<file path="config.mk">
export PLATFORM = sky130hd
export DESIGN_NAME = rtc_alarm_irq
export DESIGN_NICKNAME = d
export VERILOG_FILES = /design/src/rtl/rtc_irq_pkg.sv /design/src/rtl/rtc_sticky_flag.sv /design/src/rtl/rtc_irq_route.sv /design/src/rtl/rtc_alarm_irq.sv
export SDC_FILE = /design/constraint.sdc
export NUM_CORES = 1
export LEC_CHECK = 0
export BUFFER_PORTS_ARGS = -buffer_cell sky130_fd_sc_hd__buf_2
export CAP_MARGIN = 40
export CORE_AREA = 2 2 39 41
export DETAILED_ROUTE_END_ITERATION = 8
export DIE_AREA = 0 0 41 43
export HOLD_SLACK_MARGIN = 0.06
export SLEW_MARGIN = 20
export SYNTH_ARGS = -nofsm -noshare
export SYNTH_HDL_FRONTEND = slang
export SYNTH_SLANG_ARGS = --single-unit
</file>
<file path="constraint.sdc">
create_clock -name clk_i -period 1.3 [get_ports clk_i]
set_input_delay 0.26 -clock clk_i [delete_from_list [all_inputs] [get_ports clk_i]]
set_output_delay 0.26 -clock clk_i [all_outputs]
set_load 0.02 [all_outputs]
</file>
<file path="src/rtl/rtc_irq_pkg.sv">
package rtc_irq_pkg;
  localparam int unsigned NFLAG  = 3;
  localparam int unsigned FL_A1  = 0;
  localparam int unsigned FL_A2  = 1;
  localparam int unsigned FL_OSF = 2;

  localparam int unsigned CB_A1IE  = 0;
  localparam int unsigned CB_A2IE  = 1;
  localparam int unsigned CB_INTCN = 2;
  localparam int unsigned CTRL_W   = 3;

  typedef struct packed {
    logic route_b;
    logic a2_en;
    logic a1_en;
  } ctrl_t;

  // status bit position of each flag
  function automatic int unsigned flag_pos(int unsigned idx);
    case (idx)
      FL_A1:   return 0;
      FL_A2:   return 1;
      default: return 7;
    endcase
  endfunction
endpackage

</file>
<file path="src/rtl/rtc_sticky_flag.sv">
module rtc_sticky_flag #(
  parameter bit RST_VAL = 1'b0
) (
  input  logic clk_i,
  input  logic rst_ni,
  input  logic set_i,
  input  logic clr_i,
  output logic q_o
);
  always_ff @(posedge clk_i or negedge rst_ni) begin
    if (!rst_ni)    q_o <= RST_VAL;
    else if (set_i) q_o <= 1'b1;   // set beats clear
    else if (clr_i) q_o <= 1'b0;
  end
endmodule

</file>
<file path="src/rtl/rtc_irq_route.sv">
module rtc_irq_route (
  input  logic a1_act_i,
  input  logic a2_act_i,
  input  logic route_b_i,
  output logic inta_no,
  output logic intb_no
);
  assign inta_no = ~(a1_act_i | (a2_act_i & ~route_b_i));
  assign intb_no = ~(a2_act_i & route_b_i);
endmodule

</file>
<file path="src/rtl/rtc_alarm_irq.sv">
module rtc_alarm_irq
  import rtc_irq_pkg::*;
#(
  parameter int unsigned ADDR_W = 8,
  parameter int unsigned DATA_W = 8,
  parameter logic [ADDR_W-1:0] STAT_ADDR = 'h0F,
  parameter logic [ADDR_W-1:0] CTRL_ADDR = 'h0E
) (
  input  logic              clk_i,
  input  logic              rst_ni,
  input  logic              alm1_hit_i,
  input  logic              alm2_hit_i,
  input  logic              osc_halt_i,
  input  logic              osc_off_i,
  input  logic              reg_wr_i,
  input  logic [ADDR_W-1:0] reg_addr_i,
  input  logic [DATA_W-1:0] reg_wdata_i,
  output logic [DATA_W-1:0] reg_rdata_o,
  output logic              inta_no,
  output logic              intb_no
);
  logic             stat_wr, ctrl_wr;
  logic [NFLAG-1:0] flag_set, flag_clr, flag_q;
  ctrl_t            ctrl_q;

  assign stat_wr = reg_wr_i && (reg_addr_i == STAT_ADDR);
  assign ctrl_wr = reg_wr_i && (reg_addr_i == CTRL_ADDR);

  assign flag_set[FL_A1]  = alm1_hit_i;
  assign flag_set[FL_A2]  = alm2_hit_i;
  assign flag_set[FL_OSF] = osc_halt_i | osc_off_i;

  for (genvar g = 0; g < NFLAG; g++) begin : g_flag
    localparam int unsigned POS = flag_pos(g);
    assign flag_clr[g] = stat_wr & ~reg_wdata_i[POS];
    rtc_sticky_flag #(.RST_VAL(g == FL_OSF)) u_flag (
      .clk_i  (clk_i),
      .rst_ni (rst_ni),
      .set_i  (flag_set[g]),
      .clr_i  (flag_clr[g]),
      .q_o    (flag_q[g])
    );
  end

  always_ff @(posedge clk_i or negedge rst_ni) begin
    if (!rst_ni)      ctrl_q <= '{route_b: 1'b1, a2_en: 1'b0, a1_en: 1'b0};
    else if (ctrl_wr) ctrl_q <= ctrl_t'(reg_wdata_i[CTRL_W-1:0]);
  end

  always_comb begin
    reg_rdata_o = '0;
    if (reg_addr_i == STAT_ADDR) begin
      for (int unsigned i = 0; i < NFLAG; i++) reg_rdata_o[flag_pos(i)] = flag_q[i];
    end else if (reg_addr_i == CTRL_ADDR) begin
      reg_rdata_o[CTRL_W-1:0] = ctrl_q;
    end
  end

  rtc_irq_route u_route (
    .a1_act_i  (flag_q[FL_A1] & ctrl_q.a1_en),
    .a2_act_i  (flag_q[FL_A2] & ctrl_q.a2_en),
    .route_b_i (ctrl_q.route_b),
    .inta_no   (inta_no),
    .intb_no   (intb_no)
  );
endmodule

</file>
==> metrics.md <==
| Metric | Value |
|---|---|
| Post-synth ARST share | 1.000 |
| Violated checks | negative setup slack |
| Router iterations before antenna repair | 1 |
| # DRC | 0 |
| VDD IR max | 0.3561 mV |
| Final Hold Fails | 0 |
| Synth Register Bits | 6 |
| Clock Path Buffers | 2 |
| Switching Power | 107.7 uW |
| Minimum clock period | 1380 ps |
| Post-synth top area cell | dfrtp_1 |
| Adder-Cell Fraction of Synth Area | 0 |
| Vias per cell | 4.593 |
| Cell Area, Synth | 395.4 um^2 |
| NumNets Final | 95 |
| Main synth FF type | dfrtp_1 |
| GRT Total Usage | 0.1174 |
| Area growth, synth to finish | 60.76% |
| Sequential fraction of the synthesis area | 0.3861 |
| Final hold slack | 257.5 ps |
| Clk pin slew, worst setup/hold paths | 40 ps |
| Static Leak | 0.3415 nW |
| Number of synthesized flops with an enable pin | 0 |
| Post-synth top cells | nor2_1, buf_4, dfrtp_1, a41oi_1, mux2_2 |
| Die Wd | 41 um |
| Setup-failing EPs final | 4 |
| Height of the die | 43 um |
| Core ar. | 1384 um^2 |
| Crit path from | ctrl_q[2] |
| Worst Path Max Fanout | 4 |
| CTS root buffer | clkbuf_4 |
| CP Data Arrival Time | 1120 ps |
| Internal reg-to-reg setup slack | 500 ps |
| Initial antenna violation count | 0 |
| Post-route ant nets | 0 |
| Clk pwr share | 0.353 |
| Synth Area in Compound Gates | 0.07911 |
| Clk sinks | 6 |
| FF-to-FF Start | g_flag[2].u_flag.q_o |
| Mean post-synth cell area | 10.14 um^2 |
| Avg WL per Cell | 10.43 um |
| Starting Density | 0.2857 |
| Worst Hold Launch | reg_wdata_i[2] |
| Xor and xnor area share after synthesis | 0 |
| First DRT Iteration DRCs | 0 |
| Largest family of logic cells by synthesized area | simple AND/OR/NAND/NOR gates |
| CTS tree | built |
| Post-DP HPWL | 716.6 um |
| N_diodes | 0 |
| Fmax | 724.9 MHz |
| Internal power | 344.3 uW |
| Top-count cell post-synth | nor2_1 |
| CP endpoint kind | output pin |
| Run status | complete, but fails checks |
| Mapped Cells | 39 |
| Die footprint | 1763 um^2 |
| Crit path launch type | flop |
| Tightest Hold Check Type | input pin to flop |
| I/O pin count | 33 |
| Layout cells sized above 1 | 0.6571 |
| Comb pwr share | 0.209 |
| Pre-CTS setup slack | -178.7 ps |
| I/O Buffers | 24 |
| Mux contribution to synthesized area | 0.1361 |
| Net Sw Frac | 0.2382 |
| Final WS setup | -79.50 ps |
| Placer Congestion | 0.6961 |
| Seq pwr share | 0.439 |
| Synth area leaders | dfrtp_1, dfstp_2, mux2_2, buf_4, nor2_1 |
| FF-to-FF path depth | 2 |
| Total power | 451.9 uW |
| WHS Path Cells | 2 |
| Synth top area share | 0.2532 |
| Cts bufs inserted | 3 |
| Simple-Gate Fraction of Synth Area | 0.3006 |
| Vias | 395 |
| Max_cap viols | 0 |
| RSZ-0062 raised after global routing | yes |
| Filler instances | 149 |
| CP required | 1040 ps |
| Final Max Tran Viols | 0 |
| Pwr dens | 711.0 nW/um^2 |
| Netlist cell types | 19 |
| Row count | 14 |
| Grt ovf | 0 |
| Worst Skew | 0 ps |
| Setup CP Type | flop to output pin |
| Vias in the first global route | 364 |
| Period utilisation layout | 1.061 |
| First-pass GRT wire length | 1352 um |
| Total wire length | 897 um |
| H-tree depth | 1 |
| Worst-Skew Late Latency | 230 ps |
| Largest net degree at the start of global routing | 9 |
| Worst R2R End | g_flag[2].u_flag.q_o |
| Hold Path End | ctrl_q[2] |
| Syn. warnings | 0 |
[flip-flops by register name (all words and copies together), names as in the netlist]
register / count
ctrl_q: 3
g_flag.u_flag.q_o: 3
[cell usage in the layout (no fill, tap or decap), types with 2 or more instances in the layout]
master,Yosys,final
a41oi_1,3,3
buf_2,0,18
buf_4,4,9
buf_6,0,2
clkbuf_4,0,3
conb_1,1,4
dfrtp_1,4,4
dfstp_2,2,2
mux2_2,3,3
mux2i_1,2,2
nor2_1,7,6
nor3_1,2,2
nor3b_4,0,2
[logic make-up after synthesis]
kind of cell	count (synthesis)
mux	5
buf+inv	5
compound gates	4
simple gates	18
other cells	1
flops	6
[power groups by stage]
| stage | Clock [mW] | Sequential, mW | Combinational (mW) |
|---|---|---|---|
| floorplan | 0 | 0.199 | 0.0492 |
| global placement | 0 | 0.200 | 0.0788 |
| detailed placement | 0 | 0.200 | 0.0801 |
| CTS | 0.169 | 0.198 | 0.0906 |
| global route | 0.175 | 0.199 | 0.104 |
| finish | 0.159 | 0.198 | 0.0944 |
[worst max-delay path by stage]
| stage | slack, ps | endpoint | depth (start not counted) |
|---|---|---|---|
| 5_1_grt | -130 | reg_rdata_o[2] | 2 |
| 4_1_cts | -90 | reg_rdata_o[2] | 2 |
| 3_5_place_dp | -180 | reg_rdata_o[2] | 5 |
| 2_1_floorplan | 10 | reg_rdata_o[0] | 3 |
| 3_3_place_gp | -170 | reg_rdata_o[2] | 5 |
| 6_report | -80 | reg_rdata_o[2] | 2 |
[through the flow]
stage          instances  area [um^2]  TNS [ps]  utilization
6_report              86        635.6    -273.1       0.4593
5_1_grt               86        635.6    -516.0       0.4593
4_1_cts               84        604.3    -247.1       0.4367
3_5_place_dp          79        538.0    -526.6       0.3888
3_3_place_gp          79        538.0    -492.9       0.3888
2_1_floorplan         42        417.9         0            -
[timing repair]
item                                   CTS  global route
hold buffers                             1             0
pin swaps                                1             3
setup endpoints to repair                5             6
gates resized for setup                  8             5
endpoints found under the hold margin    6             0
buffers inserted                         1             2
[worst max-delay path, cell delays in order (launching register included)]
cell     delay (ps)
dfstp_2         560
nor3b_4         190
buf_6           140
[metal layers]
metal / GRT usage / wire, um / up-vias
met3: 0.01571 / 63 / 2
met1: 0.1320 / 345 / 182
met4: 0.1000 / 8 / 0
met2: 0.1813 / 480 / 15
li1: - / - / 196
met5: 0 / 0 / -
[final cells by class]
| class | instances | area (um^2) | share of cell area |
|---|---|---|---|
| Timing Repair Buffer | 30 | 190.2 | 0.2992 |
| Multi-Input combinational cell | 31 | 250.2 | 0.3937 |
| Tap cell | 16 | 20.02 | 0.03150 |
| Sequential cell | 6 | 152.6 | 0.2402 |
| Clock buffer | 3 | 22.52 | 0.03543 |
(Power assumes the default switching activity.)
